===== config.mk =====
export PLATFORM = sky130hd
export DESIGN_NAME = raster_timing_gen
export DESIGN_NICKNAME = d
export VERILOG_FILES = /design/src/rtl/rtg_pkg.sv /design/src/rtl/rtg_window.sv /design/src/rtl/rtg_counter.sv /design/src/rtl/rtg_regs.sv /design/src/rtl/raster_timing_gen.sv
export SDC_FILE = /design/constraint.sdc
export NUM_CORES = 1
export LEC_CHECK = 0
export ABC_AREA = 1
export BUFFER_PORTS_ARGS = -buffer_cell sky130_fd_sc_hd__buf_2
export CORE_ASPECT_RATIO = 1.25
export CORE_MARGIN = 2
export CORE_UTILIZATION = 54
export CTS_CLUSTER_DIAMETER = 40
export CTS_CLUSTER_SIZE = 28
export DETAILED_ROUTE_END_ITERATION = 7
export HOLD_SLACK_MARGIN = 0.06
export PLACE_DENSITY = 0.71
export SYNTH_ARGS = -nofsm -noshare
export SYNTH_HDL_FRONTEND = slang
export SYNTH_SLANG_ARGS = --single-unit

===== constraint.sdc =====
create_clock -name clk -period 11.7 [get_ports clk]
set_clock_uncertainty 0.1 [all_clocks]
set_input_delay 2.34 -clock clk [delete_from_list [all_inputs] [get_ports clk]]
set_output_delay 2.34 -clock clk [all_outputs]
set_load 0.01 [all_outputs]

===== src/rtl/rtg_pkg.sv =====
package rtg_pkg;
  localparam int DW     = 32;
  localparam int HI_LSB = 16;
  localparam int NWIN   = 6;
  // window slots: even slots decode X, odd slots decode Y
  localparam int W_HSYNC  = 0;
  localparam int W_VSYNC  = 1;
  localparam int W_HBLANK = 2;
  localparam int W_VBLANK = 3;
  localparam int W_HPIX   = 4;
  localparam int W_VPIX   = 5;
  // register addresses
  localparam int A_CTRL   = 0;
  localparam int A_LIMIT  = 1;
  localparam int A_WIN0   = 2;
  localparam int A_STATUS = 8;
endpackage


===== src/rtl/rtg_window.sv =====
module rtg_window #(
  parameter int CW = 12
) (
  input  logic [CW-1:0] pos,
  input  logic [CW-1:0] start_pos,
  input  logic [CW-1:0] stop_pos,
  output logic          act
);
  always_comb begin
    if (start_pos < stop_pos)
      act = (pos >= start_pos) && (pos < stop_pos);
    else if (start_pos > stop_pos)
      act = (pos >= start_pos) || (pos < stop_pos);
    else
      act = 1'b0;
  end
endmodule


===== src/rtl/rtg_counter.sv =====
module rtg_counter #(
  parameter int CW = 12
) (
  input  logic          clk,
  input  logic          rst_n,
  input  logic          freeze,
  input  logic [CW-1:0] lim_x,
  input  logic [CW-1:0] lim_y,
  output logic [CW-1:0] x_q,
  output logic [CW-1:0] y_q
);
  localparam logic [CW:0] ONE = (CW+1)'(1);

  logic          adv;
  logic          x_last, y_last;
  logic [CW-1:0] x_d, y_d;

  always_comb begin
    adv    = !freeze;
    x_last = ({1'b0, x_q} + ONE) >= {1'b0, lim_x};
    y_last = ({1'b0, y_q} + ONE) >= {1'b0, lim_y};
    x_d    = x_q + CW'(1);
    y_d    = y_q;
    if (x_last) begin
      x_d = '0;
      y_d = y_last ? '0 : y_q + CW'(1);
    end
  end

  always_ff @(posedge clk or negedge rst_n) begin
    if (!rst_n) begin
      x_q <= '0;
      y_q <= '0;
    end else if (adv) begin
      x_q <= x_d;
      y_q <= y_d;
    end
  end
endmodule


===== src/rtl/rtg_regs.sv =====
module rtg_regs
  import rtg_pkg::*;
#(
  parameter int CW = 12,
  parameter int AW = 4
) (
  input  logic                 clk,
  input  logic                 rst_n,
  input  logic                 we,
  input  logic [AW-1:0]        addr,
  input  logic [DW-1:0]        wdata,
  input  logic [CW-1:0]        cur_x,
  input  logic [CW-1:0]        cur_y,
  output logic                 frz_q,
  output logic                 hinv_q,
  output logic                 vinv_q,
  output logic [CW-1:0]        lim_x,
  output logic [CW-1:0]        lim_y,
  output logic [NWIN-1:0][CW-1:0] win_on,
  output logic [NWIN-1:0][CW-1:0] win_off,
  output logic [DW-1:0]        rdata
);
  logic ctrl_en, lim_en;
  logic unused_wbits;

  assign unused_wbits = ^{wdata[DW-1:HI_LSB+CW], wdata[HI_LSB-1:CW], wdata[CW-1:3]};
  assign ctrl_en = we && (addr == AW'(A_CTRL));
  assign lim_en  = we && (addr == AW'(A_LIMIT));

  always_ff @(posedge clk or negedge rst_n) begin
    if (!rst_n) begin
      frz_q  <= 1'b0;
      hinv_q <= 1'b0;
      vinv_q <= 1'b0;
    end else if (ctrl_en) begin
      frz_q  <= wdata[0];
      hinv_q <= wdata[1];
      vinv_q <= wdata[2];
    end
  end

  always_ff @(posedge clk or negedge rst_n) begin
    if (!rst_n) begin
      lim_x <= '0;
      lim_y <= '0;
    end else if (lim_en) begin
      lim_x <= wdata[CW-1:0];
      lim_y <= wdata[HI_LSB +: CW];
    end
  end

  for (genvar gi = 0; gi < NWIN; gi++) begin : g_pair
    logic pair_en;
    assign pair_en = we && (addr == AW'(A_WIN0 + gi));
    always_ff @(posedge clk or negedge rst_n) begin
      if (!rst_n) begin
        win_on[gi]  <= '0;
        win_off[gi] <= '0;
      end else if (pair_en) begin
        win_on[gi]  <= wdata[CW-1:0];
        win_off[gi] <= wdata[HI_LSB +: CW];
      end
    end
  end

  always_comb begin
    rdata = '0;
    if (addr == AW'(A_CTRL)) begin
      rdata[2:0] = {vinv_q, hinv_q, frz_q};
    end else if (addr == AW'(A_LIMIT)) begin
      rdata[CW-1:0]      = lim_x;
      rdata[HI_LSB +: CW] = lim_y;
    end else if (addr == AW'(A_STATUS)) begin
      rdata[CW-1:0]      = cur_x;
      rdata[HI_LSB +: CW] = cur_y;
      rdata[DW-1]        = frz_q;
    end else begin
      for (int i = 0; i < NWIN; i++) begin
        if (addr == AW'(A_WIN0 + i)) begin
          rdata[CW-1:0]      = win_on[i];
          rdata[HI_LSB +: CW] = win_off[i];
        end
      end
    end
  end
endmodule


===== src/rtl/raster_timing_gen.sv =====
module raster_timing_gen
  import rtg_pkg::*;
#(
  parameter int CW = 12,
  parameter int AW = 4
) (
  input  logic          clk,
  input  logic          rst_n,
  input  logic          cfg_we,
  input  logic [AW-1:0] cfg_addr,
  input  logic [DW-1:0] cfg_wdata,
  output logic [DW-1:0] cfg_rdata,
  output logic          hsync_o,
  output logic          vsync_o,
  output logic          blank_o,
  output logic          pix_en_o,
  output logic [CW-1:0] pos_x,
  output logic [CW-1:0] pos_y
);
  logic [1:0]                rs_q;
  logic                      rst_sync_n;
  logic                      frz_q, hinv_q, vinv_q;
  logic [CW-1:0]             lim_x, lim_y;
  logic [NWIN-1:0][CW-1:0]   win_on, win_off;
  logic [NWIN-1:0]           win_act;

  // reset asserts at once, releases two clocks later
  always_ff @(posedge clk or negedge rst_n) begin
    if (!rst_n) rs_q <= '0;
    else        rs_q <= {rs_q[0], 1'b1};
  end
  assign rst_sync_n = rs_q[1];

  rtg_regs #(.CW(CW), .AW(AW)) u_regs (
    .clk(clk), .rst_n(rst_sync_n), .we(cfg_we), .addr(cfg_addr),
    .wdata(cfg_wdata), .cur_x(pos_x), .cur_y(pos_y),
    .frz_q(frz_q), .hinv_q(hinv_q), .vinv_q(vinv_q),
    .lim_x(lim_x), .lim_y(lim_y), .win_on(win_on), .win_off(win_off),
    .rdata(cfg_rdata)
  );

  rtg_counter #(.CW(CW)) u_cnt (
    .clk(clk), .rst_n(rst_sync_n), .freeze(frz_q),
    .lim_x(lim_x), .lim_y(lim_y), .x_q(pos_x), .y_q(pos_y)
  );

  for (genvar gi = 0; gi < NWIN; gi++) begin : g_win
    rtg_window #(.CW(CW)) u_win (
      .pos((gi % 2 == 0) ? pos_x : pos_y),
      .start_pos(win_on[gi]),
      .stop_pos(win_off[gi]),
      .act(win_act[gi])
    );
  end

  assign hsync_o  = win_act[W_HSYNC] ^ hinv_q;
  assign vsync_o  = win_act[W_VSYNC] ^ vinv_q;
  assign blank_o  = win_act[W_HBLANK] | win_act[W_VBLANK];
  assign pix_en_o = win_act[W_HPIX] & win_act[W_VPIX];
endmodule


== Word-level counts from Yosys, hierarchy flattened ==
Index checks and enable logic that the tools add are counted.

* RAM bits: 0
* Memories: 0
* Bits of input ports: 39
* Bits in latches: 0
* ROM bits: 0
* Logic and storage cells: 121
* Output and inout port bits: 60
* Register bits after elaboration: 197

* $lt $le $gt $ge: 26
* Div/mod/pow operators: 0
* Add/sub/neg operators: 4
* Muxes and demuxes: 36
* Shift operators: 0
* Reductions and logical operators: 22
* Multiply operators: 0
* Bitwise logic cells: 5
* Eq/ne operators: 8

{| class="wikitable"
|+ Operators by type and width
! cell !! count
|-
| two-way mux 12 bit || 19
|-
| less-than comparator 12 bit || 12
|-
| >= comparator 12 bit || 6
|-
| greater-than comparator 12 bit || 6
|-
| adder 12 x 1 -> 13 bit, second input constant || 2
|-
| >= comparator 13 x 12 -> 1 bit || 2
|-
| adder 12 x 1 -> 12 bit, second input constant || 2
|-
| equality test 4 x 3 -> 1 bit, second input constant || 4
|-
| two-way mux 1 bit || 15
|-
| logical AND 1 bit || 14
|-
| two-way mux 9 bit || 1
|-
| equality test 4 x 2 -> 1 bit, second input constant || 2
|-
| logical OR 1 bit || 6
|-
| equality test 4 x 1 -> 1 bit, second input constant || 1
|-
| equality test 4 bit, second input constant || 1
|-
| zero test 4 bit || 1
|-
| two-way mux 3 bit || 1
|-
| AND reduction 2 bit || 1
|-
| bitwise XOR 1 bit || 2
|-
| AND 1 bit || 1
|-
| inverter 1 bit || 1
|-
| OR 1 bit || 1
|}

== Logic depth before layout (Yosys ltp) ==
Gate-level depths: netlist (run 1).

* Depth after elaboration: 10
* Depth in mapped cells: 19
* Mapped depth without buffers: 18

== Hierarchy ==
Synthesis (run 1) repeated with hierarchy kept, for this count alone.

* Cells, all modules: 2,401
* Area total of the unflattened synthesis: 16,615.9 um^2

{| class="wikitable"
|+ Modules (own cells, without submodules)
! module !! area an instance (um^2) !! cells each !! instances !! seq. area each (um^2)
|-
| rtg_regs || 8,206.6 || 1,028 || 1 || 4,279.1
|-
| rtg_window || 1,003.5 || 170 || 6 || 0.0
|-
| rtg_counter || 2,283.4 || 337 || 1 || 600.6
|-
| raster_timing_gen || 105.1 || 16 || 1 || 50.0
|}

== Least setup slack after synthesis (run 1) ==
Ideal clock, no wire load.

* Kind: input to output
* Start: in cfg_addr[1]
* End: out cfg_rdata[19]
* Path buffers: 0
* Arrival time: 3.349 ns
* Path slack: 5.911 ns
* Stages: 9
* Required time: 9.260 ns
* Cell sequence: nor2_1 -> inv_1 -> nor2_2 -> clkinv_1 -> nor2_1 -> nor3_1 -> nand3_1 -> o22ai_1 -> inv_1

* Longest elaborated chain between the ends: 10
* Elaborated cells between the ends (all ways): 18
* Those cells by class: eq/ne (8); mux (9); reduce/logical (1)

{| class="wikitable"
|+ Ends and longest elaborated chain
! element !! line !! RTL
|-
| from (decl) || raster_timing_gen.sv:10 || <nowiki>input logic [AW-1:0] cfg_addr,</nowiki>
|-
| equality test 4 x 2 -> 1 bit || rtg_regs.sv:79 || <nowiki>if (addr == AW'(A_WIN0 + i)) begin</nowiki>
|-
| two-way mux 12 bit (6 in a row) || rtg_regs.sv:79 ||
|-
| two-way mux 12 bit || rtg_regs.sv:73 || <nowiki>end else if (addr == AW'(A_STATUS)) begin</nowiki>
|-
| two-way mux 12 bit || rtg_regs.sv:70 || <nowiki>end else if (addr == AW'(A_LIMIT)) begin</nowiki>
|-
| two-way mux 12 bit * || rtg_regs.sv:68 || <nowiki>if (addr == AW'(A_CTRL)) begin</nowiki>
|-
| to (decl) || raster_timing_gen.sv:12 || <nowiki>output logic [DW-1:0] cfg_rdata,</nowiki>
|}

Every way passes the cells marked *; elsewhere a longest branch is shown, timed or not.

== Final worst setup path (run 1) ==
* Start: in cfg_addr[3]
* End: out cfg_rdata[17]

The elaborated chain is that of the path after synthesis.

==> metrics.yaml, run 1 <==
postSynthCellCount: 2080
power-per-cell-area_nw_per_um2: 171.5
global_route_wire_length_before_repair_um: 78610
worst_ep_arrival_time_ns: 4.61
synth.yosys.warnings: 0
crit_path_launch: "cfg_addr[3]"
crit_path_end_kind: "primary output"
fin_setup_tns_ns: 0
timing.rr.end: "u_cnt.y_q[8]"
timing.final.ws_setup_ns: 4.646
timing_worst_slew_pin_value_ns: 0.8839
dieArea_um2: 29430
first_iter_violations: 1229
final_core_utilization: 0.5940
mean_instance_size_in_the_synthesized_netlist_um2: 7.285
initial_utilization: 0.5480
synthDistinctLibCells: 36
timing.critical_path.slowest_stage_cell: "sky130_fd_sc_hd__inv_1"
total_i_o_pin_count: 99
grt_start_max_net_pins: 152
hold_viol: 0
cp_top_family: "buffers and inverters"
dominantRegCellSynth: "sky130_fd_sc_hd__dfrtp_1"
rows: 68
vias_per_cell: 5.747
initial_antenna_violation_count: 0
die_x_um: 153.8
finish.net_count: 2409
buffer_ports.inserted: 83
worst_hold_path_type: "register to asynchronous set/reset pin"
synth_enable_flop_cells: 0
clk_transition_reported_paths_ns: 0.07
synth-seq-cells: 197
finalCriticalPeriod_ns: 7.054
maximum_operating_frequency_ghz: 0.1418
die_height_um: 191.3
area.growth.synth_to_final_pct: 8.389
maximum_resistive_drop_on_vdd_mv: 0.1046
dp_hpwl_um: 37720
post_cts.resized_instances: 0
drive_gt1_frac: 0.06428
final-seq-area_um2: 4933
commonest_cells_after_routing_fill_and_taps_aside: "sky130_fd_sc_hd__nand2_1 (573), sky130_fd_sc_hd__inv_1 (332), sky130_fd_sc_hd__ha_1 (236), sky130_fd_sc_hd__o21ai_0 (217), sky130_fd_sc_hd__dfrtp_1 (196)"
grt.overflow.total: 0
maxSlewHeadroom: 0.4107
cp.depth: 7
wire_per_inst_um: 20.37
gr_usage_total: 0.3583
critical_path.cell_chain: "buf_2 > nor2_1 > nand2_1 > inv_1 > nand2_1 > o2111ai_1 > buf_2"
most_common_library_cell_in_the_layout_ignoring_fill_and_taps: "sky130_fd_sc_hd__nand2_1"
cts_made_buffers: 17
fillCellCount: 2623
setup.worst_path.start_class: "input pin"
critical_path.reg2reg.startpoint: "u_cnt.x_q[1]"
pins_over_slew_limit: 0
run_status: "finished clean"
period_share: 0.6029
tritoncts: "done"
clk_path_buf_depth: 2
routed-via-count: 14360
number_of_buffers_added_to_fix_hold_violations_after_cts: 0
drt_first_pass_iters: 6
multi_input_area_um2: 8670
wirelength_um: 50920
drc: 0
final_report_setup_violation_count: 0
worstPathRequired_ns: 9.26
cts_root_buf: "sky130_fd_sc_hd__clkbuf_16"
crit_path_end: "cfg_rdata[17]"
core-area_um2: 27650
place_worst_setup_slack_ns: 4.761
gp_congestion: 0.9977
yosysSeqAreaShare: 0.3253
regToRegSetupSlack_ns: 8.02
setup_repair_after_global_routing_missed_its_margin: "false"
cts.htree.levels: 4
timing.setup.critical_path_class: "input pin to primary output"
ys_async_sr_fraction: 1.000
cp.buffers_inverters: 3
cell_area_synth_um2: 15150
clkLatencyLatePin_ns: 0.45
route.antenna.remaining_nets: 0
timing.critical_path.slowest_cell_delay_ns: 0.85
critical_path_peak_fanout: 21
max-cap-violations: 0
ff2ff_path_depth: 16
tritoncts_num_sinks: 197
power_leakage_uw: 0.009014
post_cts.repair.setup_buffers: 0
number_of_global_route_vias_before_repair: 13790
[per-layer routing]
layer / vias up / wire length, um / GRT usage
met5: - / 0 / 0
met4: 0 / 3772 / 0.2387
met3: 160 / 3638 / 0.05010
met2: 606 / 23160 / 0.5863
met1: 6737 / 20340 / 0.4434
li1: 6860 / - / -
[synthesized netlist by cell type (2+ instances only)]
cell type	instances	share of area
sky130_fd_sc_hd__nand2_2	2	0.00083
sky130_fd_sc_hd__o211ai_1	4	0.0020
sky130_fd_sc_hd__dfrtp_1	197	0.33
sky130_fd_sc_hd__nand3_2	3	0.0020
sky130_fd_sc_hd__and2_1	6	0.0025
sky130_fd_sc_hd__ha_1	236	0.19
sky130_fd_sc_hd__a21oi_1	118	0.039
sky130_fd_sc_hd__nor2_2	5	0.0021
sky130_fd_sc_hd__clkbuf_1	26	0.0064
sky130_fd_sc_hd__buf_4	10	0.0050
sky130_fd_sc_hd__buf_2	27	0.0089
sky130_fd_sc_hd__o21ai_0	217	0.072
sky130_fd_sc_hd__inv_1	332	0.082
sky130_fd_sc_hd__a21o_1	5	0.0025
sky130_fd_sc_hd__conb_1	2	0.00050
sky130_fd_sc_hd__o2111ai_1	9	0.0052
sky130_fd_sc_hd__nand3_1	55	0.018
sky130_fd_sc_hd__inv_2	2	0.00050
sky130_fd_sc_hd__nor2_1	114	0.028
sky130_fd_sc_hd__nand4_1	34	0.014
sky130_fd_sc_hd__o22ai_1	36	0.015
sky130_fd_sc_hd__nor3_1	13	0.0043
sky130_fd_sc_hd__nand2b_1	2	0.00083
sky130_fd_sc_hd__nand3b_1	6	0.0030
sky130_fd_sc_hd__nand2_1	573	0.14
sky130_fd_sc_hd__nor4_1	6	0.0025
sky130_fd_sc_hd__xor2_1	16	0.0092
sky130_fd_sc_hd__o21a_1	10	0.0050
sky130_fd_sc_hd__o31ai_1	2	0.00099
sky130_fd_sc_hd__o21bai_1	6	0.0030
[worst min path at each step]
stage                  from            endpoint  slack [ns]  cells after the start
floorplan           rs_q[0]             rs_q[1]        0.23                      0
detailed placement  rs_q[1]  u_regs.win_off[14]        0.25                      0
CTS                 rs_q[1]   u_regs.win_off[1]        0.26                      0
global route        rs_q[0]             rs_q[1]        0.28                      0
global placement    rs_q[0]             rs_q[1]        0.24                      0
finish              rs_q[1]  u_regs.win_off[14]        0.23                      0
[state kept, by name, indices dropped and copies added (netlist names), 2 cells and up]
signal / flops
u_cnt.x_q: 12
u_cnt.y_q: 12
u_regs.lim_x: 12
u_regs.lim_y: 12
u_regs.win_on: 72
rs_q: 2
u_regs.win_off: 72
[metrics by stage]
stage / power [uW] / cells / hold slack, ns / area [um2]
final: 2816 / 2499 / 0.2344 / 16420
after global routing: 3044 / 2497 / 0.2764 / 16420
after CTS: 2804 / 2497 / 0.2589 / 16420
after detailed placement: 2167 / 2465 / 0.2458 / 15800
after global placement: 2107 / 2465 / 0.2403 / 15800
after floorplan: 1777 / 2086 / 0.2312 / 15180
[report_power, final]
part	switching (uW)	internal, uW
registers	187	816
logic	739	438
clock network	290	347
total	1220	1600
[layout make-up]
type | instances | share of cell area
multi-input combinational | 1490 | 0.5278
sequential | 197 | 0.3004
inverter | 335 | 0.07656
timing repair buffer | 93 | 0.03062
clock buffer | 19 | 0.02697
tap | 350 | 0.02666
clock inverter | 13 | 0.01067
antenna | 2 | 0.0003047
[logic make-up (layout without fill, tap and decap cells)]
logic type	Yosys count	count (layout)	synth area share
flops	197	197	0.3253
buf+inv	399	460	0.1040
fa+ha+maj	236	236	0.1949
xor+xnor	16	16	0.009248
other cells	2	10	0.0004956
compound gates	410	410	0.1453
simple gates	820	820	0.2207
(Power assumes the default switching activity.)
==> run 2, diff against run 1 <==
--- a/config.mk
+++ b/config.mk
@@ -5,7 +5,7 @@
 export SDC_FILE = /design/constraint.sdc
 export NUM_CORES = 1
 export LEC_CHECK = 0
-export ABC_AREA = 1
+export ABC_AREA = 0
 export BUFFER_PORTS_ARGS = -buffer_cell sky130_fd_sc_hd__buf_2
 export CORE_ASPECT_RATIO = 1.25
 export CORE_MARGIN = 2
@@ -14,7 +14,7 @@
 export CTS_CLUSTER_SIZE = 28
 export DETAILED_ROUTE_END_ITERATION = 7
 export HOLD_SLACK_MARGIN = 0.06
-export PLACE_DENSITY = 0.71
+export PLACE_DENSITY = 0.74
 export SYNTH_ARGS = -nofsm -noshare
 export SYNTH_HDL_FRONTEND = slang
 export SYNTH_SLANG_ARGS = --single-unit
==> constraint.sdc (replaced) <==
create_clock -name clk -period 6 [get_ports clk]
set_clock_uncertainty 0.1 [all_clocks]
set_input_delay 1.2 -clock clk [delete_from_list [all_inputs] [get_ports clk]]
set_output_delay 1.2 -clock clk [all_outputs]
set_load 0.01 [all_outputs]
==> run 2 against run 1 <==
The flow now finishes with violations (DRC). Synthesized cell count down 32%. Routed wire length shrank 13%. Combinational power up 88%. Clock power grew 98%. Register-to-register slack lost 6.4 ns. Power is 99% higher. Utilization up 1.3 points. Worst setup slack got worse by 3.4 ns. Global-route usage fell by 3.8 points. Critical path depth up 4. Largest cell class unchanged.
==> metrics.yaml, run 2 <==
run_status: "finished with violations"
violations: "DRC"
clkLatencyLatePin_ns: 0.45
synth_commonest_cells: "sky130_fd_sc_hd__ha_1 (236), sky130_fd_sc_hd__dfrtp_1 (197), sky130_fd_sc_hd__mux2_2 (172), sky130_fd_sc_hd__inv_1 (171), sky130_fd_sc_hd__o21ai_0 (64)"
hold_viol: 0
die_x_um: 150.3
tritoncts_num_sinks: 197
netlist.top_cell.by_area: "sky130_fd_sc_hd__dfrtp_1"
routed-via-count: 11880
tritoncts: "done"
place_worst_setup_slack_ns: 1.343
core-area_um2: 26180
maximum_resistive_drop_on_vdd_mv: 0.2106
clk_path_buf_depth: 2
max-cap-violations: 0
first_iter_violations: 1152
place_area_um2: 15260
timing.setup.critical_path_class: "register to primary output"
inst_count_dp: 1818
pins_over_slew_limit: 0
logic_pwr_share: 0.395
vias_per_cell: 6.420
worst_ep_arrival_time_ns: 3.48
clkPwrFrac: 0.225
insertedDiodeCount: 0
drive_gt1_frac: 0.2119
crit_path_end_kind: "primary output"
timing.final.ws_setup_ns: 1.220
swShare: 0.4004
power_leakage_uw: 0.008030
number_of_global_route_vias_before_repair: 11830
top_regs: "u_regs.win_off x72, u_regs.win_on x72"
timing.hold.ws_ns: 0.2557
dp_hpwl_um: 32830
gr_usage_total: 0.3199
finalCriticalPeriod_ns: 4.780
route.antenna.remaining_nets: 0
wire_per_inst_um: 23.82
worstPathRequired_ns: 4.70
dominantRegCellSynth: "sky130_fd_sc_hd__dfrtp_1"
buffer_ports.inserted: 83
die_height_um: 186.9
mean_instance_size_in_the_synthesized_netlist_um2: 10.17
initial_antenna_violation_count: 0
fillCellCount: 2198
postSynthCellCount: 1421
cts_made_buffers: 17
internal-power_uw: 3365
post_cts.resized_instances: 0
critical_path_peak_fanout: 11
p_seq_frac: 0.380
maximum_operating_frequency_ghz: 0.2092
initial_utilization: 0.5520
cts_root_buf: "sky130_fd_sc_hd__clkbuf_16"
clk_transition_reported_paths_ns: 0.08
cell_area_synth_um2: 14450
timing_worst_slew_pin_value_ns: 1.139
switching_power_uw: 2247
synth.yosys.warnings: 0
dieArea_um2: 28090
drt_first_pass_iters: 8
portion_of_synthesized_cell_area_occupied_by_the_leading_cell_type: 0.3412
critical_path.cell_chain: "inv_1 > ha_1 > nor2b_1 > o21ai_0 > a21oi_1 > o211ai_1 > a221oi_1 > nor2_1 > o31ai_1 > xnor2_1 > buf_2"
power-per-cell-area_nw_per_um2: 353.0
finalNonFillerCells: 1850
total_i_o_pin_count: 99
ys_async_sr_fraction: 1.000
synthMostInstantiatedCell: "sky130_fd_sc_hd__ha_1"
area.growth.synth_to_final_pct: 10.03
setup.worst_path.start_class: "register"
ys_top_cells_by_area: "sky130_fd_sc_hd__dfrtp_1 (34%), sky130_fd_sc_hd__ha_1 (20%), sky130_fd_sc_hd__mux2_2 (13%)"
period_share: 0.7967
synthDistinctLibCells: 66
yosysSeqAreaShare: 0.3412
synth-seq-cells: 197
worst_hold_path_type: "register to register"
grt.overflow.total: 0
synth_enable_flop_cells: 0
finish.net_count: 1772
maxSlewHeadroom: 0.2406
global_route_wire_length_before_repair_um: 67830
cts.htree.levels: 4
commonest_cells_after_routing_fill_and_taps_aside: "sky130_fd_sc_hd__ha_1 (236), sky130_fd_sc_hd__dfrtp_1 (196), sky130_fd_sc_hd__mux2_2 (172), sky130_fd_sc_hd__inv_1 (171), sky130_fd_sc_hd__buf_2 (83)"
fin_setup_tns_ns: 0
wirelength_um: 44070
number_of_buffers_added_to_fix_hold_violations_after_cts: 0
post_cts.repair.setup_buffers: 0
timing.critical_path.slowest_cell_delay_ns: 0.59
gp_congestion: 0.9437
setup_repair_after_global_routing_missed_its_margin: "false"
timing.critical_path.slowest_stage_cell: "sky130_fd_sc_hd__dfrtp_1"
final_report_setup_violation_count: 0
grt_start_max_net_pins: 128
rows: 66
layout.cell_area.non_filler_um2: 15900
most_common_library_cell_in_the_layout_ignoring_fill_and_taps: "sky130_fd_sc_hd__ha_1"
drc: 9
## run 2: changes by cell type after synthesis, moves of 22 or more
| cell | change |
|---|---|
| sky130_fd_sc_hd__nand2_1 | -515 |
| sky130_fd_sc_hd__mux2_2 | +172 |
| sky130_fd_sc_hd__inv_1 | -161 |
| sky130_fd_sc_hd__o21ai_0 | -153 |
| sky130_fd_sc_hd__nor2_1 | -73 |
| sky130_fd_sc_hd__a21oi_1 | -63 |
| sky130_fd_sc_hd__a222oi_1 | +40 |
| sky130_fd_sc_hd__o22ai_1 | -35 |
| sky130_fd_sc_hd__a21o_1 | +30 |
| sky130_fd_sc_hd__a22oi_1 | +29 |
| sky130_fd_sc_hd__nand2b_1 | +28 |
| sky130_fd_sc_hd__buf_2 | -22 |
## run 2: power groups by stage
stage	Sequential, uW	Clock (uW)	Combinational (uW)
CTS	2110	1260	2210
finish	2130	1260	2220
floorplan	1940	0	1550
detailed placement	2130	0	2180
global placement	2120	0	2090
global route	2160	1330	2520
## run 2: worst paths after layout
check | start | endpoint | slack, ns | depth (start not counted)
worst max register to register | u_cnt.x_q[1] | u_cnt.x_q[9] | 1.59 | 13
worst min register to register | rs_q[0] | rs_q[1] | 0.26 | 0
min in group asynchronous | rs_q[1] | u_regs.lim_y[10] | 0.36 | 0
max in group asynchronous | rs_q[1] | u_cnt.x_q[1] | 4.23 | 1
worst max-delay path | u_cnt.y_q[0] | vsync_o | 1.22 | 11
worst min-delay path | rs_q[0] | rs_q[1] | 0.26 | 0
## run 2: layout make-up
| cell class | instances | area [um2] | share of cell area |
|---|---|---|---|
| clock inverters | 13 | 193.9 | 0.01220 |
| multi-input cells | 1007 | 8682 | 0.5461 |
| flip-flops and latches | 197 | 4933 | 0.3103 |
| well taps | 340 | 425.4 | 0.02676 |
| repair buffers | 103 | 578.1 | 0.03636 |
| clock buffers | 19 | 442.9 | 0.02786 |
| inverters | 171 | 641.9 | 0.04037 |
## run 2: cells by family (layout without fill, tap and decap cells)
family,count (synthesis),in the layout,synth area share
buffers and inverters,223,306,0.06148
AND/OR/NAND/NOR,251,251,0.08954
flip-flops,197,197,0.3412
XOR/XNOR,22,22,0.01334
AO/OA/AOI/OAI,317,317,0.1548
other,2,8,0.0005198
adder cells (fa/ha/maj),236,236,0.2044
multiplexers,173,173,0.1347
## run 2: worst max-delay path, delay by kind of cell, from the launching register on
kind	cells	cell delay (ns)
DFF	1	0.59
xor gates and xnor gates	1	0.19
AOI/OAI and AO/OA	5	1.34
buffers and inverters	2	0.36
adders and majority gates	1	0.33
and+or+nand+nor	2	0.21
## run 2: layer usage
metal	part of all wire	global-route usage	up-vias	wire length, um
li1	-	-	5367	-
met1	0.39	0.3969	5858	17190
met2	0.48	0.5315	536	21200
met3	0.072	0.05463	116	3182
met4	0.057	0.1629	0	2496
met5	0	0	-	0
## run 2: per-stage QoR
| step | power [uW] | util |
|---|---|---|
| 6_report | 5612 | 0.6073 |
| 5_1_grt | 6005 | 0.6073 |
| 4_1_cts | 5582 | 0.6073 |
| 3_5_place_dp | 4316 | 0.5830 |
| 3_3_place_gp | 4207 | 0.5830 |
| 2_1_floorplan | 3498 | - |
==> run 3, diff against run 2 <==
--- a/config.mk
+++ b/config.mk
@@ -14,7 +14,7 @@
 export CTS_CLUSTER_SIZE = 28
 export DETAILED_ROUTE_END_ITERATION = 7
 export HOLD_SLACK_MARGIN = 0.06
-export PLACE_DENSITY = 0.74
+export PLACE_DENSITY = 0.71
 export SYNTH_ARGS = -nofsm -noshare
 export SYNTH_HDL_FRONTEND = slang
 export SYNTH_SLANG_ARGS = --single-unit
==> constraint.sdc (replaced) <==
create_clock -name clk -period 4.82 [get_ports clk]
set_clock_uncertainty 0.1 [all_clocks]
set_input_delay 0.964 -clock clk [delete_from_list [all_inputs] [get_ports clk]]
set_output_delay 0.964 -clock clk [all_outputs]
set_load 0.01 [all_outputs]
==> run 3 against run 2 <==
Power up 25%. Worst hold slack lost 0.065 ns. Sequential cell count unchanged. Global-route usage is 0.20 points lower. Utilization grew 0.35 points. Critical endpoint unchanged. Critical path type unchanged. Critical path depth unchanged. Largest cell class unchanged. Register-to-register slack worse by 1.1 ns. Via count fell by 0.22%. Sequential power is 20% higher. Worst setup slack got worse by 0.88 ns. The run now ends clean.
==> metrics.yaml, run 3 (synthesis gave the netlist of run 2 again) <==
regToRegSetupSlack_ns: 0.50
post_cts.resized_instances: 0
drt_first_pass_iters: 7
max-cap-violations: 0
top_regs: "u_regs.win_off x72, u_regs.win_on x72"
finalCriticalPeriod_ns: 4.481
insertedDiodeCount: 0
setup.worst_path.start_class: "register"
inst_count_dp: 1831
wire_per_inst_um: 23.40
drive_gt1_frac: 0.2168
ff2ff_path_depth: 13
wirelength_um: 43570
first_iter_violations: 1145
final_report_setup_violation_count: 0
logic_pwr_share: 0.413
timing.rr.end: "u_cnt.x_q[9]"
core-area_um2: 26180
timing_worst_slew_pin_value_ns: 0.8385
die_height_um: 186.9
clkLatencyLatePin_ns: 0.45
p_seq_frac: 0.366
setup_repair_after_global_routing_missed_its_margin: "false"
grt.overflow.total: 0
initial_antenna_violation_count: 0
routed-via-count: 11850
die_x_um: 150.3
commonest_cells_after_routing_fill_and_taps_aside: "sky130_fd_sc_hd__ha_1 (236), sky130_fd_sc_hd__dfrtp_1 (196), sky130_fd_sc_hd__mux2_2 (172), sky130_fd_sc_hd__inv_1 (171), sky130_fd_sc_hd__buf_2 (83)"
power_leakage_uw: 0.008099
hold_viol: 0
drc: 0
grt_start_max_net_pins: 135
finish.net_count: 1785
number_of_buffers_added_to_fix_hold_violations_after_cts: 0
clk_transition_reported_paths_ns: 0.07
crit_path_end_kind: "primary output"
number_of_global_route_vias_before_repair: 11840
switching_power_uw: 2779
global_route_wire_length_before_repair_um: 67390
most_common_library_cell_in_the_layout_ignoring_fill_and_taps: "sky130_fd_sc_hd__ha_1"
route.antenna.remaining_nets: 0
dp_hpwl_um: 33090
worst_hold_path_type: "input pin to asynchronous set/reset pin"
area.growth.synth_to_final_pct: 10.67
tritoncts: "done"
clk_path_buf_depth: 2
critical_path_peak_fanout: 4
worst_ep_arrival_time_ns: 3.42
tritoncts_num_sinks: 197
maximum_operating_frequency_ghz: 0.2232
run_status: "finished clean"
dieArea_um2: 28090
cts.htree.levels: 4
internal-power_uw: 4209
cts_root_buf: "sky130_fd_sc_hd__clkbuf_16"
fin_setup_tns_ns: 0
power-per-cell-area_nw_per_um2: 437.0
gp_congestion: 0.9775
maxSlewHeadroom: 0.4404
pins_over_slew_limit: 0
vias_per_cell: 6.365
maximum_resistive_drop_on_vdd_mv: 0.2388
swShare: 0.3977
timing.setup.critical_path_class: "register to primary output"
gr_usage_total: 0.3179
period_share: 0.9297
worstPathRequired_ns: 3.76
cts_made_buffers: 17
total_i_o_pin_count: 99
buffer_ports.inserted: 83
rows: 66
critical_path.reg2reg.startpoint: "u_cnt.x_q[1]"
post_cts.repair.setup_buffers: 0
clkPwrFrac: 0.221
finalNonFillerCells: 1862
initial_utilization: 0.5520
## run 3: cell types whose count changed in the layout (fill, tap and decap cells not counted)
cell	delta
sky130_fd_sc_hd__buf_4	+12
sky130_fd_sc_hd__buf_12	+1
sky130_fd_sc_hd__nand2_2	-1
sky130_fd_sc_hd__clkinv_4	+1
sky130_fd_sc_hd__nand2_1	+1
sky130_fd_sc_hd__clkbuf_1	+1
sky130_fd_sc_hd__inv_6	-2
sky130_fd_sc_hd__clkinvlp_4	-2
sky130_fd_sc_hd__clkinv_2	+1
## run 3: final cells by class
type	instances	area (um2)
repair buffers	116	688.2
multi-input cells	1007	8680
inverters	171	641.9
clock buffers	20	446.7
fillers	2187	10190
flip-flops and latches	197	4933
well taps	340	425.4
clock inverters	11	175.2
## run 3: critical path, cell delays in order, from the launching register on
cell,delay (ns)
sky130_fd_sc_hd__dfrtp_1,0.44
sky130_fd_sc_hd__inv_1,0.07
sky130_fd_sc_hd__ha_1,0.29
sky130_fd_sc_hd__a21oi_1,0.13
sky130_fd_sc_hd__o21ai_0,0.09
sky130_fd_sc_hd__a21oi_1,0.29
sky130_fd_sc_hd__o211ai_1,0.14
sky130_fd_sc_hd__a221oi_1,0.60
sky130_fd_sc_hd__nor2_1,0.12
sky130_fd_sc_hd__o31ai_1,0.49
sky130_fd_sc_hd__xnor2_1,0.17
sky130_fd_sc_hd__buf_2,0.15
## run 3: routing by layer
metal | wire length [um] | vias to the layer above | GRT usage | share of wire
met5 | 0 | - | 0 | 0
met4 | 2197 | 0 | 0.1578 | 0.050
met3 | 2789 | 112 | 0.04829 | 0.064
met2 | 21270 | 471 | 0.5264 | 0.49
met1 | 17310 | 5870 | 0.4017 | 0.40
li1 | - | 5398 | - | -
## run 3: worst max-delay path by stage
stage,from,endpoint,cells past startpoint
floorplan,cfg_addr[1],cfg_rdata[24],5
global placement,u_cnt.x_q[1],u_cnt.x_q[0],12
detailed placement,u_cnt.x_q[4],u_cnt.x_q[9],13
CTS,u_regs.win_on[14],vsync_o,11
global route,u_cnt.x_q[1],u_cnt.x_q[9],13
finish,u_regs.win_on[14],vsync_o,11
## run 3: stage by stage
step	total power [uW]	area (um2)	util	worst slack, ns	hold WS [ns]
floorplan	4354	14470	-	1.418	0.2311
global placement	5294	15370	0.5871	0.5434	0.2369
detailed placement	5413	15370	0.5871	0.5332	0.2378
CTS	6977	15990	0.6108	0.3149	0.1824
global route	7487	15990	0.6108	0.1655	0.1848
finish	6988	15990	0.6108	0.3389	0.1905
## run 3: power by group through the flow
stage	combinational, uW	clock, uW	sequential, uW
2_1_floorplan	1930	0	2420
3_3_place_gp	2740	0	2560
3_5_place_dp	2840	0	2570
4_1_cts	2880	1560	2540
5_1_grt	3250	1630	2610
6_report	2890	1540	2560
